<file path="config.mk">
export PLATFORM = sky130hd
export DESIGN_NAME = slv_addr_detect
export DESIGN_NICKNAME = d
export VERILOG_FILES = /design/src/rtl/slv_addr_pkg.sv /design/src/rtl/slv_addr_compare.sv /design/src/rtl/slv_flag_cell.sv /design/src/rtl/slv_addr_detect.sv
export SDC_FILE = /design/constraint.sdc
export NUM_CORES = 1
export LEC_CHECK = 0
export BUFFER_PORTS_ARGS = -buffer_cell sky130_fd_sc_hd__clkbuf_2
export CAP_MARGIN = 10
export CORE_AREA = 3 3 40 42
export DETAILED_ROUTE_END_ITERATION = 8
export DIE_AREA = 0 0 43 45
export SLEW_MARGIN = 15
export SYNTH_ARGS = -nofsm -noshare
export SYNTH_HDL_FRONTEND = slang
export SYNTH_HIERARCHICAL = 1
export SYNTH_SLANG_ARGS = --single-unit
</file>
<file path="constraint.sdc">
create_clock -name clk -period 2.4 [get_ports clk]
set_input_delay 0.12 -clock clk [delete_from_list [all_inputs] [get_ports clk]]
set_output_delay 0.12 -clock clk [all_outputs]
set_load 0.03 [all_outputs]
</file>
<file path="src/rtl/slv_addr_pkg.sv">
package slv_addr_pkg;

    localparam int BYTE_W = 8;

    typedef enum logic {
        FMT_7BIT  = 1'b0,
        FMT_10BIT = 1'b1
    } addr_fmt_e;

    typedef struct packed {
        logic addr_hit;
        logic gen_call;
    } cmp_res_t;

    function automatic logic is_gen_call(input logic [BYTE_W-1:0] b);
        return (b == '0);
    endfunction

    function automatic logic hit_7bit(input logic [BYTE_W-1:0] b,
                                      input logic [BYTE_W-1:0] reg_val);
        return (b[BYTE_W-1:1] == reg_val[BYTE_W-1:1]);
    endfunction

endpackage

</file>
<file path="src/rtl/slv_addr_compare.sv">
module slv_addr_compare
    import slv_addr_pkg::*;
(
    input  addr_fmt_e            fmt,
    input  logic [BYTE_W-1:0]    rx_byte,
    input  logic [BYTE_W-1:0]    own_addr,
    output cmp_res_t             res
);
    logic gc;

    always_comb begin
        gc = is_gen_call(rx_byte);
        res.gen_call = gc;
        if (fmt == FMT_10BIT) begin
            res.addr_hit = (rx_byte == own_addr);
        end else begin
            res.addr_hit = hit_7bit(rx_byte, own_addr) | gc;
        end
    end
endmodule

</file>
<file path="src/rtl/slv_flag_cell.sv">
module slv_flag_cell (
    input  logic clk,
    input  logic rst,
    input  logic set_i,
    input  logic clr_i,
    output logic q
);
    always_ff @(posedge clk) begin
        if (rst)        q <= 1'b0;
        else if (set_i) q <= 1'b1;
        else if (clr_i) q <= 1'b0;
    end

    p_set_wins_r10: assert property (@(posedge clk) disable iff (rst)
        set_i |=> q);
endmodule

</file>
<file path="src/rtl/slv_addr_detect.sv">
module slv_addr_detect
    import slv_addr_pkg::*;
(
    input  logic              clk,
    input  logic              rst,
    input  logic              enable,
    input  logic              cmp_disable,
    input  logic              fmt_10bit,
    input  logic [7:0]        own_addr,
    input  logic              rx_valid,
    input  logic [7:0]        rx_byte,
    input  logic              first_byte,
    input  logic              start_det,
    input  logic              stop_det,
    input  logic              data_wr,
    output logic              match_flag,
    output logic              gcall_flag,
    output logic              hold_pulse
);
    localparam int NFLAG = 2;

    addr_fmt_e  fmt;
    cmp_res_t   cmp;
    logic       eval_en;
    logic [NFLAG-1:0] set_v, clr_v, q_v;

    assign fmt     = addr_fmt_e'(fmt_10bit);
    assign eval_en = rx_valid & first_byte & enable & ~cmp_disable;

    slv_addr_compare u_cmp (
        .fmt      (fmt),
        .rx_byte  (rx_byte),
        .own_addr (own_addr),
        .res      (cmp)
    );

    assign set_v[0] = eval_en & cmp.addr_hit;
    assign clr_v[0] = data_wr & enable;
    assign set_v[1] = eval_en & cmp.gen_call;
    assign clr_v[1] = start_det | stop_det;

    for (genvar i = 0; i < NFLAG; i++) begin : g_flag
        slv_flag_cell u_flag (
            .clk   (clk),
            .rst   (rst),
            .set_i (set_v[i]),
            .clr_i (clr_v[i]),
            .q     (q_v[i])
        );
    end

    assign match_flag = q_v[0];
    assign gcall_flag = q_v[1];

    always_ff @(posedge clk) begin
        if (rst) hold_pulse <= 1'b0;
        else     hold_pulse <= eval_en & (cmp.addr_hit | cmp.gen_call);
    end

    p_wr_clears_r7: assert property (@(posedge clk) disable iff (rst)
        (data_wr && enable && !set_v[0]) |=> !match_flag);

    p_bus_evt_clears_r8: assert property (@(posedge clk) disable iff (rst)
        ((start_det || stop_det) && !set_v[1]) |=> !gcall_flag);

    p_pulse_has_flag_r9: assert property (@(posedge clk) disable iff (rst)
        hold_pulse |-> (match_flag || gcall_flag));

    p_later_byte_ignored_r6: assert property (@(posedge clk) disable iff (rst)
        (!first_byte && !data_wr && !start_det && !stop_det)
        |=> ($stable(match_flag) && $stable(gcall_flag)));

    p_cmp_off_r5: assert property (@(posedge clk) disable iff (rst)
        (cmp_disable && !data_wr && !start_det && !stop_det)
        |=> ($stable(match_flag) && $stable(gcall_flag) && !hold_pulse));
endmodule

</file>
==> run_results.csv, run 1 <==
group,metric,value,unit
run_status,status,"completed",
critical_path,start_kind,"input pin",
global_route,grt_max_degree,4,
timing,maxSlewHeadroom,0.8804,
die,die_x,43,um
timing,fmax,877.9,MHz
yosys,syn_inst,32,
yosys,syn_nets,58,
placement,io_buffers,28,
placement,gp_congestion,0.6473,
global_route,grt_overflow,0,
timing,min_period,1.139,ns
power,ir_worst_vdd,95.77,uV
layout,syn_to_final_growth,62.56,%
die,die_area,1935,um2
timing,fin_crit_sh,0.4746,
cts,root_buffer,"clkbuf_4",
layout,drive_above_1_share,0.6190,
yosys,yosys.area.top_type,"dfxtp_1",
critical_path,rr_worst_depth,2,
drt,vias_per_cell,4.205,
timing,finalSetupViolations,0,
layout,post-route-util,0.3593,
power,switching_share,0.2223,
min_path,holdCritPathClass,"in2reg",
cts,clock_latency,0.23,ns
die,fp-row-count,13,
yosys,synth_commonest_cells,"xor2_1 (6), dfxtp_1 (3)",
global_route,track_usage,0.07987,
yosys,ys_seq_area_frac,0.2115,
timing,clock_skew,0,ns
layout,fin_nets,90,
yosys,synth_edf_count,0,
timing,timing.hold.ws,0.09998,ns
yosys,synth_compound_area_frac,0.1233,
yosys,ys_warn_count,6,
cts,clock_sinks,3,
critical_path,cp.required,2.57,ns
power,p_int,0.1371,mW
cts,clk_pin_slew,0.03,ns
cts,ctsResizeCount,0,
yosys,postSynthAreaPerCell,8.876,um2
die,initial_core_util,0.2210,
yosys,syn-cell-area,284.0,um2
placement,dpl.hpwl,659.4,um
power,power_frac_seq,0.285,
die,io-pin-count,29,
drt,postRouteWirelength,697,um
cts,htreeDepth,1,
global_route,grt_pass1_vias,301,
cts,hold_buffers,0,
critical_path,endpoint_kind,"register",
cts,cts_inserted_buffers,3,
die,core-area,1285,um2
critical_path,crit_arrival,1.30,ns
drt,drtIter0Drc,1,
critical_path,path_max_fanout,2,
die,die_y,45,um
yosys,synth_flop_cell,"dfxtp_1",
drt,wl_per_cell,8.936,um
timing,tns,0,ns
cts,post_cts_buffers,0,
yosys,ys_types,19,
timing,layout_setup_ws,1.261,ns
power,total_power,0.1762,mW
timing,final_hold_viol_count,0,
power,p_leak,0.2285,nW
critical_path,regToRegStartpoint,"g_flag[0].u_flag/q",
global_route,antenna_found_initial,0,
timing,rsz0062_at_grt,"no",
placement,place_ws,1.014,ns
timing,drv_slew,0,
yosys,synth_top_area_frac,0.2115,
critical_path,cp-startpoint,"rx_byte[6]",
yosys,synth_fa_ha_area_frac,0,
power,power.share.clock,0.485,
cts,cts_tree,"done",
layout,antenna_cells,0,
yosys,synthMuxAreaShare,0,
yosys,yosysMostFrequentCell,"xor2_1",
yosys,synth_seq_cells,3,
power,pwr-share-comb,0.230,
drt,drc,0,
drt,vias,328,
drt,antenna_left,0,
yosys,synth_top_family_by_area,"simple AND/OR/NAND/NOR gates",
timing,worst_pin_slew,0.1783,ns
drt,dr.pass1.iters,3,
critical_path,critPathKind,"in2reg",
min_path,whs_path_depth,2,
power,switchingPower,0.03917,mW
cts,ctsLongestPathBuffers,2,
yosys,async_flop_share,0,
yosys,synthXorXnorAreaFrac,0.2467,
job,maxCapViolCount,0,
min_path,hp-start,"rst",
yosys,yosys.area_share.simple,0.3656,
power,powerDensity,381.7,nW/um2
global_route,grt_pass1_wl,1152,um
yosys,ys_top_cells_by_area,"dfxtp_1 (21%), xor2_1 (19%), a21oi_2 (6.2%)",
flip-flops by register name, indices dropped and copies added, names as in the netlist:
signal / count
hold_pulse: 1
g_flag.u_flag/q: 2
critical path, cell delays in order:
cell      delay, ns
clkbuf_2       0.09
or4_4          0.54
nor3_2         0.16
a41o_1         0.13
and2_2         0.13
inv_1          0.04
a21oi_2        0.09
cell families (layout without fill, tap and decap cells):
kind of cell | Yosys count | in the layout
AO/OA/AOI/OAI | 4 | 4
XOR/XNOR | 8 | 8
buffers and inverters | 3 | 34
flip-flops | 3 | 3
AND/OR/NAND/NOR | 14 | 14
final cells by class:
type,instances,area (um2)
sequential,3,60.06
fill,138,823.3
inverter,2,7.507
multi-input combinational,26,209.0
clock buffer,4,26.28
tap,15,18.77
timing repair buffer,28,140.1
routing by layer:
metal,track usage,vias up,wire [um]
met4,0.05422,0,0
met1,0.08654,139,251
li1,-,172,-
met5,0,-,0
met3,0.02390,0,76
met2,0.1347,17,369
cells in the final DEF, fill, tap and decap left out, types with 2 or more instances in the layout:
master and instances:
xor2_1 6, clkbuf_4 3, and2_2 2, a21oi_2 2, inv_1 2, nor2_1 2
xnor2_1 2, dfxtp_1 3, clkbuf_2 28, nand2b_1 2
metrics by stage:
stage / cell area [um2] / std cells
floorplan: 284.0 / 32
finish: 461.7 / 78
CTS: 461.7 / 78
global placement: 435.4 / 74
global route: 461.7 / 78
detailed placement: 435.4 / 74
power groups by stage:
stage / sequential, mW / combinational (mW) / clock [mW]
2_1_floorplan: 0.0510 / 0.0152 / 0
5_1_grt: 0.0502 / 0.0460 / 0.0926
3_5_place_dp: 0.0509 / 0.0412 / 0
6_report: 0.0502 / 0.0406 / 0.0854
3_3_place_gp: 0.0509 / 0.0411 / 0
4_1_cts: 0.0502 / 0.0414 / 0.0911
final timing paths:
| check | to | slack, ns |
|---|---|---|
| worst max-delay path | g_flag[0].u_flag/q | 1.26 |
| worst min-delay path | g_flag[1].u_flag/q | 0.1 |
| worst max register to register | g_flag[0].u_flag/q | 1.81 |
| worst min register to register | g_flag[1].u_flag/q | 0.49 |
Note: power is estimated with default switching activity, not from simulation.
==> run 2, diff against run 1 <==
--- a/config.mk
+++ b/config.mk
@@ -5,6 +5,7 @@
 export SDC_FILE = /design/constraint.sdc
 export NUM_CORES = 1
 export LEC_CHECK = 0
+export ABC_AREA = 1
 export BUFFER_PORTS_ARGS = -buffer_cell sky130_fd_sc_hd__clkbuf_2
 export CAP_MARGIN = 10
 export CORE_AREA = 3 3 40 42
==> constraint.sdc (replaced) <==
create_clock -name clk -period 1.1 [get_ports clk]
set_input_delay 0.055 -clock clk [delete_from_list [all_inputs] [get_ports clk]]
set_output_delay 0.055 -clock clk [all_outputs]
set_load 0.03 [all_outputs]
==> run_results.csv, run 2 <==
group,metric,value,unit
power,pwr-share-comb,0.258,
layout,nFillCells,152,
timing,clock_skew,0,ns
die,initial_core_util,0.2658,
yosys,synthXorXnorAreaFrac,0.1026,
critical_path,start_kind,"register",
die,die_y,45,um
critical_path,reg2reg_setup_slack,0.55,ns
critical_path,path_max_fanout,2,
layout,largestRegisters,"g_flag.u_flag/q x2, hold_pulse x1",
drt,vias_per_cell,4.036,
layout,stdcell_area,526.8,um2
yosys,synth_top_family_by_area,"simple AND/OR/NAND/NOR gates",
timing,maxSlewHeadroom,0.8859,
layout,drive_above_1_share,0.3958,
layout,multi_input_area,210.2,um2
global_route,grt_overflow,0,
layout,antenna_cells,0,
critical_path,cp.required,1.04,ns
critical_path,crit_arrival,0.75,ns
timing,min_period,0.8088,ns
yosys,postSynthAreaPerCell,5.337,um2
timing,rsz0062_at_grt,"no",
yosys,ys_types,14,
power,power_frac_seq,0.270,
yosys,synth_flop_cell,"dfxtp_1",
yosys,synth_seq_cells,3,
critical_path,crit_end,"match_flag",
yosys,yosys.area_share.simple,0.3919,
layout,largest_reg_flops,2,
drt,wl_per_cell,6.775,um
timing,fin_crit_sh,0.7353,
die,core-area,1285,um2
global_route,track_usage,0.09310,
yosys,synth_fa_ha_area_frac,0,
timing,drv_slew,0,
cts,hold_buffers,0,
cts,ctsResizeCount,0,
yosys,ys_warn_count,6,
power,p_leak,0.3127,nW
yosys,synth_edf_count,0,
drt,dr.pass1.iters,4,
critical_path,critPathKind,"reg2out",
layout,top_register,"g_flag.u_flag/q",
yosys,syn-cell-area,341.6,um2
power,switching_share,0.2552,
drt,drtIter0Drc,9,
layout,layout_commonest_cell,"clkbuf_2",
power,powerDensity,769.9,nW/um2
die,die_x,43,um
timing,final_hold_viol_count,0,
yosys,syn_nets,90,
cts,clock_sinks,3,
timing,worst_pin_slew,0.1719,ns
critical_path,regToRegStartpoint,"g_flag[1].u_flag/q",
timing,finalSetupViolations,0,
layout,syn_to_final_growth,54.21,%
power,switchingPower,0.1035,mW
critical_path,endpoint_kind,"output pin",
critical_path,crit_family,"flip-flops",
critical_path,cp-startpoint,"g_flag[0].u_flag/q",
placement,io_buffers,28,
drt,vias,448,
yosys,yosysMostFrequentCell,"nand2_1",
die,io-pin-count,29,
min_path,holdCritPathClass,"in2reg",
global_route,antenna_found_initial,0,
cts,cts_tree,"done",
yosys,synthMuxAreaShare,0,
yosys,syn_inst,64,
min_path,whs_path_depth,2,
yosys,ys_top_cells_by_area,"nand2_1 (22%), inv_1 (19%), dfxtp_1 (18%)",
drt,drc,0,
yosys,async_flop_share,0,
placement,dpl.hpwl,721.5,um
critical_path,path_buf_inv,1,
power,p_int,0.3020,mW
yosys,synth_commonest_cells,"nand2_1 (20), inv_1 (17), nor2_1 (9)",
global_route,grt_pass1_vias,376,
cts,htreeDepth,1,
global_route,grt_max_degree,4,
global_route,grt_pass1_wl,1311,um
layout,fin_nets,123,
yosys,ys_seq_area_frac,0.1758,
die,die_area,1935,um2
critical_path,cp_slowest_cell,"dfxtp_1",
drt,antenna_left,0,
job,maxCapViolCount,0,
timing,fmax,1236,MHz
placement,gp_congestion,0.6952,
cts,ctsLongestPathBuffers,2,
critical_path,rr_worst_depth,2,
cts,post_cts_buffers,0,
yosys,synth_compound_area_frac,0.1209,
power,ir_worst_vdd,212.6,uV
cts,root_buffer,"clkbuf_4",
critical_path,worstReg2RegEnd,"g_flag[1].u_flag/q",
yosys,yosys.area.top_type,"nand2_1",
placement,placed_cell_area,500.5,um2
cts,clock_latency,0.23,ns
run_status,status,"completed",
timing,tns,0,ns
cts,clk_pin_slew,0.04,ns
critical_path,cp_num_cells,1,
power,power.share.clock,0.472,
critical_path,crit_chain,"clkbuf_2",
drt,postRouteWirelength,752,um
die,fp-row-count,13,
layout,final_cell_mix,"clkbuf_2 (28), nand2_1 (20), inv_1 (17), nor2_1 (9)",
layout,regArea,60.06,um2
yosys,synth_top_area_frac,0.2198,
critical_path,cp_slowest_stage_delay,0.32,ns
cts,cts_inserted_buffers,3,
run 2: changes by cell type in the layout (fill, tap and decap cells not counted), moves of 2 or more:
cell and change:
nand2_1 +20, inv_1 +15, nor2_1 +7, xor2_1 -5
and2_2 -2, nand2b_1 -2, nor2_2 +2
run 2: power groups by stage:
stage	Clock, mW	Sequential [mW]	Combinational [mW]
2_1_floorplan	0	0.111	0.0472
3_3_place_gp	0	0.111	0.105
3_5_place_dp	0	0.111	0.106
4_1_cts	0.203	0.109	0.107
5_1_grt	0.223	0.109	0.120
6_report	0.192	0.109	0.105
run 2: final cells by class:
class | instances | area share
flip-flops and latches | 3 | 0.1140
inverters | 17 | 0.1211
multi-input cells | 43 | 0.3991
repair buffers | 29 | 0.2803
well taps | 15 | 0.03563
clock buffers | 4 | 0.04988
run 2: cell families (layout without fill, tap and decap cells):
group | after synthesis | count (layout)
and+or+nand+nor | 33 | 33
buffers and inverters | 18 | 50
AOI/OAI and AO/OA | 6 | 6
xor gates and xnor gates | 4 | 4
DFF | 3 | 3
run 2: per-stage QoR:
step	setup slack (ns)	power, mW	instances	util	hold WS [ns]
global placement	0.04869	0.2161	107	0.3895	0.2651
floorplan	0.2417	0.1584	64	-	0.1174
detailed placement	0.02590	0.2175	107	0.3895	0.2644
CTS	0.2750	0.4197	111	0.4099	0.01366
global route	0.1549	0.4519	111	0.4099	0.02526
finish	0.2912	0.4055	111	0.4099	0.02189
run 2: routing by layer:
layer	routed length, um	up-vias	share of wire	global-route usage
met2	364	24	0.48	0.1557
met1	280	177	0.37	0.09353
met5	0	-	0	0
met4	7	0	0.0093	0.09036
li1	-	245	-	-
met3	100	2	0.13	0.02390
run 2: worst min path at each step:
stage | slack (ns) | end | from
after floorplan | 0.12 | g_flag[0].u_flag/q | rst
after detailed placement | 0.26 | g_flag[0].u_flag/q | rst
after global routing | 0.03 | g_flag[1].u_flag/q | rst
after global placement | 0.27 | g_flag[1].u_flag/q | rst
after CTS | 0.01 | g_flag[0].u_flag/q | rst
final | 0.02 | g_flag[0].u_flag/q | rst
==> run 3, diff against run 2 <==
==> constraint.sdc (replaced) <==
create_clock -name clk -period 0.8 [get_ports clk]
set_input_delay 0.04 -clock clk [delete_from_list [all_inputs] [get_ports clk]]
set_output_delay 0.04 -clock clk [all_outputs]
set_load 0.03 [all_outputs]
==> run_results.csv, run 3 (same netlist as run 2, synthesis figures left out) <==
group,metric,value,unit
run_status,status,"completed",
layout,layout_commonest_cell,"nand2_1",
critical_path,crit_arrival,0.94,ns
critical_path,critPathKind,"in2reg",
power,p_int,0.4607,mW
timing,tns,0,ns
drt,wl_per_cell,7.333,um
layout,fin_nets,123,
timing,timing.hold.ws,0.01777,ns
cts,htreeDepth,1,
critical_path,cp.required,0.97,ns
cts,cts_inserted_buffers,3,
timing,final_hold_viol_count,0,
layout,largestRegisters,"g_flag.u_flag/q x2, hold_pulse x1",
timing,fmax,1293,MHz
cts,ctsLongestPathBuffers,2,
drt,vias_per_cell,3.811,
critical_path,start_kind,"input pin",
layout,stdcell_area,644.4,um2
cts,clock_latency,0.23,ns
drt,drtIter0Drc,4,
cts,clk_pin_slew,0.04,ns
die,fp-row-count,13,
global_route,grt_max_degree,4,
placement,io_buffers,28,
timing,worst_pin_slew,0.1648,ns
critical_path,endpoint_kind,"register",
cts,root_buffer,"clkbuf_4",
cts,clock_sinks,3,
layout,top_register,"g_flag.u_flag/q",
layout,antenna_cells,0,
placement,gp_congestion,0.6750,
power,switchingPower,0.1603,mW
drt,postRouteWirelength,814,um
power,p_leak,0.3501,nW
drt,antenna_left,0,
layout,largest_reg_flops,2,
power,switching_share,0.2581,
timing,maxSlewHeadroom,0.8901,
cts,cts_tree,"done",
placement,dpl.hpwl,702.2,um
power,power.share.clock,0.423,
die,initial_core_util,0.2658,
cts,hold_buffers,0,
power,total_power,0.6210,mW
die,core-area,1285,um2
timing,min_period,0.7736,ns
layout,drive_above_1_share,0.5104,
job,maxCapViolCount,0,
power,power_frac_seq,0.242,
min_path,holdCritPathClass,"in2reg",
cts,post_cts_buffers,0,
layout,nFillCells,137,
layout,final_cell_count_no_fill,111,
layout,final_cell_mix,"nand2_1 (18), clkbuf_2 (17), inv_1 (15), buf_6 (8), nor2_1 (5)",
timing,clock_skew,0,ns
timing,fin_crit_sh,0.9670,
global_route,antenna_found_initial,0,
global_route,grt_pass1_vias,347,
timing,rsz0062_at_grt,"yes",
global_route,grt_overflow,0,
layout,syn_to_final_growth,88.64,%
critical_path,path_max_fanout,3,
timing,drv_slew,0,
power,ir_worst_vdd,310.4,uV
global_route,track_usage,0.08826,
die,die_y,45,um
placement,placed_cells,107,
timing,finalSetupViolations,0,
die,io-pin-count,29,
global_route,grt_pass1_wl,1214,um
drt,drc,0,
drt,vias,423,
power,pwr-share-comb,0.335,
drt,dr.pass1.iters,3,
die,die_x,43,um
die,die_area,1935,um2
power,powerDensity,963.7,nW/um2
placement,placed_cell_area,515.5,um2
## run 3: power by group through the flow
stage	registers (mW)	clock network [mW]	logic, mW
after global routing	0.150	0.293	0.230
after floorplan	0.153	0	0.0714
after CTS	0.150	0.276	0.156
final	0.151	0.263	0.208
after global placement	0.153	0	0.153
after detailed placement	0.153	0	0.156
## run 3: stage by stage
stage,setup WS [ns],util
4_1_cts,0.01451,0.4255
5_1_grt,-0.07621,0.5015
3_3_place_gp,-0.2163,0.4012
6_report,0.02638,0.5015
3_5_place_dp,-0.2179,0.4012
2_1_floorplan,-0.01866,-
## run 3: worst max-delay path: stages
cell and delay (ns):
buf_6 0.10, inv_2 0.03, nand2_1 0.04, nand2_1 0.06, nand2_1 0.05, nor2_1 0.11
nand2_1 0.07, a21oi_2 0.13, inv_1 0.05, nor2_1 0.09, inv_1 0.05, a21oi_2 0.11
## run 3: path summary, 6_finish.rpt
kind	slack (ns)	cells past startpoint	from	to
hold reg to reg	0.47	2	g_flag[0].u_flag/q	g_flag[0].u_flag/q
hold / removal	0.02	2	rst	g_flag[0].u_flag/q
setup / recovery	0.03	12	rx_byte[2]	g_flag[0].u_flag/q
setup reg to reg	0.25	2	g_flag[1].u_flag/q	g_flag[1].u_flag/q
## run 3: layer usage
layer,vias to the layer above,GRT usage,wire length (um)
li1,244,-,-
met3,0,0.04382,111
met4,0,0.07229,0
met2,23,0.1347,415
met1,156,0.09157,287
met5,-,0,0
## run 3: repair_timing
action | 4_1_cts | 5_1_grt
gates resized for setup | 2 | 36
endpoints found under the setup margin | 2 | 2
gates cloned | 0 | 0
pin swaps | 0 | 19
## run 3: cell type report
| cell class | instances | area [um2] | area share |
|---|---|---|---|
| Tap cell | 15 | 18.77 | 0.02913 |
| Timing Repair Buffer | 29 | 212.7 | 0.3301 |
| Clock buffer | 4 | 26.28 | 0.04078 |
| Sequential cell | 3 | 60.06 | 0.09320 |
| Inverter | 17 | 63.81 | 0.09903 |
| Multi-Input combinational cell | 43 | 262.8 | 0.4078 |
